===== src/rtl/divider_unit.sv =====
module divider_unit (
  input  logic        clk,
  input  logic        rst_n,
  input  logic        start,
  input  logic [1:0]  size,
  input  logic        sgn,
  input  logic [31:0] hi_in,
  input  logic [31:0] lo_in,
  input  logic [31:0] divisor,
  output logic [31:0] hi_out,
  output logic [31:0] lo_out,
  output logic        done,
  output logic        err,
  output logic        busy
);
  typedef enum logic [1:0] {IDLE, PREP, RUN, FIX} state_t;

  state_t      st;
  logic [1:0]  sz_l;
  logic        sg_l, ovf;
  logic [31:0] hi_l, lo_l, dv_l, rem, vm;
  logic [63:0] dq;
  logic [5:0]  cnt, nb;

  logic [63:0] dext, dmag, lowal;
  logic [31:0] vext, vmag, up;
  logic        d_neg, v_neg;

  always_comb begin
    case (sz_l)
      2'd0: begin
        nb    = 6'd8;
        dext  = sg_l ? {{48{lo_l[15]}}, lo_l[15:0]} : {48'b0, lo_l[15:0]};
        vext  = sg_l ? {{24{dv_l[7]}}, dv_l[7:0]} : {24'b0, dv_l[7:0]};
      end
      2'd1: begin
        nb    = 6'd16;
        dext  = sg_l ? {{32{hi_l[15]}}, hi_l[15:0], lo_l[15:0]} : {32'b0, hi_l[15:0], lo_l[15:0]};
        vext  = sg_l ? {{16{dv_l[15]}}, dv_l[15:0]} : {16'b0, dv_l[15:0]};
      end
      default: begin
        nb    = 6'd32;
        dext  = {hi_l, lo_l};
        vext  = dv_l;
      end
    endcase
  end

  assign d_neg = sg_l & dext[63];
  assign v_neg = sg_l & vext[31];
  assign dmag  = d_neg ? ~dext + 64'd1 : dext;
  assign vmag  = v_neg ? ~vext + 32'd1 : vext;

  always_comb begin
    case (sz_l)
      2'd0:    begin up = {24'b0, dmag[15:8]};  lowal = {dmag[7:0], 56'b0};  end
      2'd1:    begin up = {16'b0, dmag[31:16]}; lowal = {dmag[15:0], 48'b0}; end
      default: begin up = dmag[63:32];          lowal = {dmag[31:0], 32'b0}; end
    endcase
  end

  logic [32:0] trial;
  logic [33:0] diff;
  logic        take;
  assign trial = {rem, dq[63]};
  assign diff  = {1'b0, trial} + {1'b0, ~{1'b0, vm}} + 34'd1;
  assign take  = diff[33];

  logic [31:0] qmag, half, qres, rres, hi_n, lo_n;
  logic        qneg, sovf, bad;
  assign qmag = dq[31:0];
  assign half = 32'd1 << (nb - 6'd1);
  assign qneg = d_neg ^ v_neg;
  assign sovf = sg_l & (qneg ? (qmag > half) : (qmag >= half));
  assign bad  = ovf | sovf;
  assign qres = qneg ? ~qmag + 32'd1 : qmag;
  assign rres = d_neg ? ~rem + 32'd1 : rem;

  always_comb begin
    case (sz_l)
      2'd0:    begin hi_n = hi_l;                      lo_n = {lo_l[31:16], rres[7:0], qres[7:0]}; end
      2'd1:    begin hi_n = {hi_l[31:16], rres[15:0]}; lo_n = {lo_l[31:16], qres[15:0]};           end
      default: begin hi_n = rres;                      lo_n = qres;                                end
    endcase
  end

  assign busy = (st != IDLE);

  always_ff @(posedge clk or negedge rst_n) begin
    if (!rst_n) begin
      st <= IDLE; sz_l <= '0; sg_l <= 1'b0; ovf <= 1'b0;
      hi_l <= '0; lo_l <= '0; dv_l <= '0; rem <= '0; vm <= '0;
      dq <= '0; cnt <= '0;
      hi_out <= '0; lo_out <= '0; done <= 1'b0; err <= 1'b0;
    end else begin
      done <= 1'b0;
      case (st)
        IDLE: if (start) begin
          sz_l <= size; sg_l <= sgn;
          hi_l <= hi_in; lo_l <= lo_in; dv_l <= divisor;
          st <= PREP;
        end
        PREP: begin
          rem <= up; vm <= vmag; dq <= lowal;
          ovf <= (up >= vmag);
          cnt <= nb;
          st  <= RUN;
        end
        RUN: begin
          rem <= take ? diff[31:0] : trial[31:0];
          dq  <= {dq[62:0], take};
          cnt <= cnt - 6'd1;
          if (cnt == 6'd1) st <= FIX;
        end
        default: begin
          hi_out <= bad ? hi_l : hi_n;
          lo_out <= bad ? lo_l : lo_n;
          err    <= bad;
          done   <= 1'b1;
          st     <= IDLE;
        end
      endcase
    end
  end

  AST_DONE_ONE_CYCLE: assert property (@(posedge clk) disable iff (!rst_n) done |=> !done);
  AST_DONE_ENDS_BUSY: assert property (@(posedge clk) disable iff (!rst_n) done |-> !busy);
  AST_BUSY_FROM_START: assert property (@(posedge clk) disable iff (!rst_n) $rose(busy) |-> $past(start));
  AST_START_IGNORED: assert property (@(posedge clk) disable iff (!rst_n) (busy && start) |=> $stable(dv_l) && $stable(hi_l) && $stable(lo_l));
  AST_ERR_KEEPS_OPERANDS: assert property (@(posedge clk) disable iff (!rst_n) (done && err) |-> (hi_out == hi_l) && (lo_out == lo_l));
  AST_REM_BELOW_DIVISOR: assert property (@(posedge clk) disable iff (!rst_n) (st == RUN && !ovf) |-> (rem < vm));
  AST_ERR_HOLDS: assert property (@(posedge clk) disable iff (!rst_n) !done |=> (done || $stable(err)));
endmodule


===== config.mk =====
export PLATFORM = sky130hd
export DESIGN_NAME = divider_unit
export DESIGN_NICKNAME = d
export VERILOG_FILES = /design/src/rtl/divider_unit.sv
export SDC_FILE = /design/constraint.sdc
export NUM_CORES = 1
export LEC_CHECK = 0
export BUFFER_PORTS_ARGS = -buffer_cell sky130_fd_sc_hd__buf_2
export CORE_MARGIN = 3
export CORE_UTILIZATION = 56
export DETAILED_ROUTE_END_ITERATION = 7
export PLACE_DENSITY = 0.78
export SLEW_MARGIN = 20
export SYNTH_ARGS = -nofsm -noshare
export SYNTH_HDL_FRONTEND = slang
export SYNTH_SLANG_ARGS = --single-unit

===== constraint.sdc =====
create_clock -name clk -period 3.55 [get_ports clk]
set_input_delay 0.71 -clock clk [delete_from_list [all_inputs] [get_ports clk]]
set_output_delay 0.71 -clock clk [all_outputs]
set_load 0.02 [all_outputs]

==> results of run 1 <==
worst paths after layout:
check                           slack [ns]  startpoint  cells past startpoint      end
worst max register to register       -0.45    lo_l[11]                     16      ovf
max in group asynchronous             2.45       rst_n                      2  hi_l[7]
min in group clk                      0.38    lo_in[2]                      2  lo_l[2]
worst max-delay path                 -0.45    lo_l[11]                     16      ovf
worst min-delay path                  0.20       rst_n                      1   dq[45]
worst min register to register        0.49      dq[60]                      1   dq[60]
registers in the layout, indices dropped and copies added (netlist names):
| register | count |
|---|---|
| dq | 64 |
| dv_l | 32 |
| hi_l | 32 |
| hi_out | 32 |
| lo_l | 32 |
| lo_out | 32 |
| rem | 32 |
| vm | 32 |
| cnt | 6 |
| st | 2 |
| sz_l | 2 |
| done | 1 |
| err | 1 |
| ovf | 1 |
| sg_l | 1 |
final cells by class:
cell class,count,share of cell area
clock buffers,50,0.04035
flip-flops and latches,302,0.2866
clock inverters,14,0.007775
well taps,468,0.02219
multi-input cells,1769,0.4753
inverters,110,0.01569
repair buffers,570,0.1521
metrics by stage:
step / std cells / area (sq um) / setup WS [ns] / TNS, ns / utilization
CTS: 3277 / 26200 / -0.2923 / -0.2923 / 0.7155
finish: 3283 / 26390 / -0.4478 / -0.4478 / 0.7209
global route: 3283 / 26390 / -0.5958 / -0.5979 / 0.7209
global placement: 3192 / 24570 / -0.5062 / -0.5062 / 0.6713
floorplan: 2344 / 20880 / -0.1200 / -0.1200 / -
detailed placement: 3192 / 24570 / -0.5947 / -0.5947 / 0.6713
kinds of logic after synthesis:
| group | after synthesis | synth area share |
|---|---|---|
| muxes | 202 | 0.1064 |
| DFF | 302 | 0.3628 |
| xor gates and xnor gates | 167 | 0.07022 |
| AOI/OAI and AO/OA | 657 | 0.2070 |
| adders and majority gates | 78 | 0.04721 |
| and+or+nand+nor | 665 | 0.1537 |
| buffers and inverters | 273 | 0.05268 |
metal layers:
layer	up-vias	routed length, um
met1	10206	31370
met2	1392	34380
li1	9404	-
met3	282	8825
met5	-	13
met4	2	3999
repair_timing:
| action | in CTS | in global routing |
|---|---|---|
| setup buffers | 21 | 6 |
| setup endpoints to repair | 1 | 42 |
| pin swaps | 24 | 25 |
| hold endpoints to repair | 0 | 0 |
| resized for setup | 45 | 30 |
Yosys cell counts (32+ instances only):
cell type | n | area, sq um
a21oi_1 | 150 | 750.7
a31oi_1 | 32 | 200.2
clkbuf_1 | 115 | 431.7
dfrtp_1 | 302 | 7557
ha_1 | 77 | 963.4
inv_1 | 108 | 405.4
mux2_2 | 155 | 1745
mux2i_1 | 47 | 470.5
nand2_1 | 189 | 709.4
nand3_1 | 70 | 350.3
nor2_1 | 182 | 683.2
nor3_1 | 47 | 235.2
o21ai_0 | 179 | 895.9
o31ai_1 | 37 | 277.8
xnor2_1 | 94 | 823.3
xor2_1 | 73 | 639.4
worst reg2reg max path: cells and delay by family, from the launching register on:
family,cells,cell delay (ns)
compound gates,7,1.39
simple gates,5,1.29
buf+inv,3,0.53
flops,1,0.39
fa+ha+maj,1,0.27
==> impl_results.md, run 1 <==
- Status: finished, violations left
- Failing checks: negative setup slack
- RePlAce Congestion: 1.019
- Relative slew slack: 0.4233
- Worst skew pair latency: 0.56 ns
- DP HPWL: 58.89 mm
- Worst path required time: 3.98 ns
- CP endpoint kind: flop
- CP Launch Type: flop
- Most common cell after layout, fill and taps aside: buf_4
- Core area: 36,610 sq um
- GR met3 Demand/Resource: 0.09248
- PnR worst setup slack: -0.4478 ns
- Diodes inserted: 0
- Register bit total from synthesis: 302
- Die area: 39,550 sq um
- Clock Pin Slew Worst Setup and Hold Paths: 0.06 ns
- Row cnt: 70
- Vias/cell: 6.484
- Routed WL: 78.59 mm
- FFs w/ async S/R, synth: 1.000
- Final setup vio count: 1
- Sequential-to-total area share from yosys stat: 0.3628
- Number of flops mapped to enable cells by yosys: 0
- Initial Utilization: 0.5690
- Mapped Nets: 2,524
- First-pass GRT wire length: 118.5 mm
- Min-delay worst type: input pin to asynchronous set/reset pin
- Total GRT Usage: 0.3886
- Worst Skew: 0.01757 ns
- Die width: 198.9 um
- Vias in the first global route: 20.34k
- Clk Tree Root Cell: clkbuf_16
- Layout fillers: 2,775
- P&R area growth vs syn: 26.70%
- CP max FO: 6
- DR WL/cell: 23.94 um
- Final min period: 3.998 ns
- Most frequent cells in the layout: buf_4 (383), dfrtp_1 (299), nand2_1 (188)
- Vias: 21.29k
- CTS H-tree depth: 2
- Initial drt markers: 2,731
- GRT met1 Usage: 0.5327
- Sequential cell area: 7564 sq um
- Worst Max-Slew Pin Slew: 0.8651 ns
- Buf/Inv on CP: 3
- Top Usage Layer GRT: met2
- Yosys Warn Count: 0
- Crit-path cells: nor4_1 > nand4_1 > buf_4 > nor3_4 > nand4_4 > buf_4 > buf_6 > nor4_2 > a311oi_2 > o2bb2ai_2 > ha_1 > a21o_1 > a21o_1 > a211oi_2 > o2111ai_2 > a311o_1
- RSZ-0062 raised after global routing: yes
- PortBufs: 168
- Clock sink count: 302
- Max-cap viol count: 0
- Fmax: 0.2501 GHz
- Multi-input gate area: 12,540 sq um
- # hold bufs at CTS: 0
- Distinct cells, synth: 96
- Final hold slack: 0.2034 ns
- Global route total overflow: 0
- Met2 GRT Util: 0.5907
- CP delay by family, top: compound AO/OA/AOI/OAI gates
- Final period util: 1.126
- CTS Buf Count: 36
- DRC: 0
- Crit path arrival time: 4.43 ns
- Drt first pass iters: 6
- Largest net degree at the start of global routing: 96
- Max-slew violations: 0
- Slowest-stage cell, CP: nor4_1
- Antenna violations before repair: 2
- Post-synth top flop: dfrtp_1
- Kind of critical path: flop to flop
- Final nets: 2,969
- I/O pin cnt: 169
- CP max stage delay: 0.43 ns
- Post-route ant nets: 0
- Final hold violation count: 0
- Syn Inst Count: 2,344
- CTS Buffer Depth: 3
- Share of layout cells above drive strength 1: 0.3098
- Synthesized area: 20,830 sq um
- CTS tree: built
- Synthesized area per cell: 8.887 sq um
- DIE HEIGHT: 198.9 um
Power of run 1 is not shown: default switching activity piles up to over one toggle a cycle in this logic, so the estimate is an artifact.
==> run 2: changes to the inputs <==
==> constraint.sdc (replaced) <==
create_clock -name clk -period 3.55 [get_ports clk]
set_input_delay 0.5325 -clock clk [delete_from_list [all_inputs] [get_ports clk]]
set_output_delay 0.5325 -clock clk [all_outputs]
set_load 0.02 [all_outputs]
==> impl_results.md, run 2 (same netlist as run 1, synthesis figures left out) <==
- Final hold violation count: 0 (unchanged)
- Fmax: 0.2484 GHz (-0.71%)
- # hold bufs at CTS: 0 (unchanged)
- Largest net degree at the start of global routing: 96 (unchanged)
- Final nets: 3,003 (+1.1%)
- Row cnt: 70 (unchanged)
- DP HPWL: 59.71 mm (+1.4%)
- Initial drt markers: 2,686 (-1.6%)
- CTS tree: built
- First-pass GRT wire length: 120.0 mm (+1.3%)
- Vias in the first global route: 20.91k (+2.8%)
- Number of flip-flops in the largest register: 64 (unchanged)
- Max-cap viol count: 0 (unchanged)
- CTS Buf Count: 36 (unchanged)
- Max-slew violations: 0 (unchanged)
- DP Area: 24,730 sq um (+0.61%)
- Clock sink count: 302 (unchanged)
- Multi-input gate area: 12,610 sq um (+0.54%)
- I/O pin cnt: 169 (unchanged)
- CTS Buffer Depth: 3 (unchanged)
- CP Depth: 18 (+2)
- Worst Reg-to-Reg Cells: 18 (+2)
- DRC: 4 (+4)
- Sequential cell area: 7562 sq um (about the same)
- CP endpoint kind: flop
- Worst Skew: 0.02810 ns (+0.01053 ns)
- TNS Setup: -0.9154 ns (-0.4676 ns)
- Buf/Inv on CP: 5 (+2)
- Routed WL: 79.66 mm (+1.4%)
- Initial Utilization: 0.5690 (unchanged)
- Vias: 21.50k (+0.99%)
- Worst path required time: 3.99 ns (about the same)
- Worst Max-Slew Pin Slew: 0.9879 ns (+0.1228 ns)
- Post-route ant nets: 0 (unchanged)
- Relative slew slack: 0.3414 (-0.08185)
- CP max stage delay: 0.52 ns (+0.09 ns)
- Slowest-stage cell, CP: dfrtp_4
- Total GRT Usage: 0.3936 (+0.005038)
- Worst skew pair latency: 0.56 ns (about the same)
- Most frequent cells in the layout: buf_4 (413), dfrtp_1 (300), nand2_1 (187)
- P&R area growth vs syn: 27.96%
- Die width: 198.9 um (unchanged)
- Top reg by flops: dq
- Clk Tree Root Cell: clkbuf_16
- DIE HEIGHT: 198.9 um (unchanged)
- Final min period: 4.027 ns (+0.02871 ns)
- CTS H-tree depth: 2 (unchanged)
- Kind of critical path: flop to flop
- RePlAce Congestion: 1.039 (+2.0%)
- Design Area, Final: 26,650 sq um (+0.99%)
- Core area: 36,610 sq um (unchanged)
- Layout fillers: 2,755 (-0.72%)
- Min-delay worst type: input pin to asynchronous set/reset pin
- Most used cell, CP: buf_4
- Crit-path cells: buf_6 > buf_4 > buf_4 > nand3b_1 > o211ai_1 > nor4_4 > buf_6 > nand4_4 > buf_4 > nor4_1 > a311oi_1 > o2bb2ai_2 > ha_1 > a21o_1 > a21o_1 > a211oi_4 > o2111ai_2 > a311o_1
- Layout Cells excl Fill: 3,316 (+1.0%)
- Diodes inserted: 0 (unchanged)
- Final period util: 1.134 (+0.008088)
- Clock Pin Slew Worst Setup and Hold Paths: 0.06 ns (about the same)
- Placed cells: 3,207 (+0.47%)
- PortBufs: 168 (unchanged)
- Die area: 39,550 sq um (unchanged)
- Global route total overflow: 0 (unchanged)
- Vias/cell: 6.483 (about the same)
- RSZ-0062 raised after global routing: yes
- Worst R2R Setup Slack: -0.48 ns (-0.03 ns)
- CP Launch Type: flop
- Crit path arrival time: 4.47 ns (+0.04 ns)
- Most common cell after layout, fill and taps aside: buf_4
- PnR worst setup slack: -0.4765 ns (-0.02871 ns)
- Status: finished, violations left
- Antenna violations before repair: 0 (-2)
- Drt first pass iters: 8 (+2)
- Failing checks: design-rule violations, negative setup slack
- DR WL/cell: 24.02 um (+0.35%)
- Share of layout cells above drive strength 1: 0.3206 (+0.01081)
- CP max FO: 8 (+2)
- Final setup vio count: 2 (+1)
- CP delay by family, top: compound AO/OA/AOI/OAI gates
-- run 2: changes by cell type in the layout (fill, tap and decap cells not counted), sizes merged --
cell,before,now
clkinv,7,10
buf,570,604
bufinv,5,3
clkbuf,50,49
clkinvlp,1,0
-- run 2: timing repair --
item,in CTS,in global routing
pin swaps,32,29
setup endpoints to repair,2,32
gates resized for setup,46,47
setup buffers,32,16
-- run 2: metrics by stage --
step / hold slack (ns) / utilization / setup slack (ns)
3_5_place_dp: 0.4682 / 0.6754 / -0.6562
2_1_floorplan: 0.2369 / - / -0.1200
3_3_place_gp: 0.4689 / 0.6754 / -0.6078
4_1_cts: 0.03465 / 0.7190 / -0.3419
5_1_grt: 0.07262 / 0.7280 / -0.6377
6_report: 0.01846 / 0.7280 / -0.4765
-- run 2: per-layer routing --
| layer | part of all wire | global-route usage | vias up |
|---|---|---|---|
| li1 | - | - | 9489 |
| met1 | 0.40 | 0.5423 | 10406 |
| met2 | 0.45 | 0.6104 | 1342 |
| met3 | 0.10 | 0.07199 | 259 |
| met4 | 0.048 | 0.1715 | 0 |
| met5 | 0 | 0 | - |
-- run 2: worst reg2reg max path, cell delays in order, from the launching register on --
cell       delay, ns
dfrtp_4         0.52
buf_6           0.13
buf_4           0.14
buf_4           0.11
nand3b_1        0.14
o211ai_1        0.16
nor4_4          0.16
buf_6           0.17
nand4_4         0.17
buf_4           0.20
nor4_1          0.32
a311oi_1        0.11
o2bb2ai_2       0.19
ha_1            0.27
a21o_1          0.18
a21o_1          0.20
a211oi_4        0.28
o2111ai_2       0.14
a311o_1         0.33
-- run 2: layout make-up --
type                       count  share of cell area
clock buffer                  49             0.03831
clock inverter                14            0.005727
inverter                     110             0.01549
multi-input combinational   1769              0.4732
sequential                   302              0.2837
tap                          468             0.02197
timing repair buffer         604              0.1616
-- run 2: worst paths after layout --
path                            start        to
min in group clk           divisor[0]   dv_l[0]
max in group asynchronous       rst_n  dv_l[30]
setup / recovery              sz_l[1]       ovf
hold / removal                  rst_n    cnt[0]
setup reg to reg              sz_l[1]       ovf
hold reg to reg                dq[55]    dq[55]
Power of run 2 is left out for the same reason.
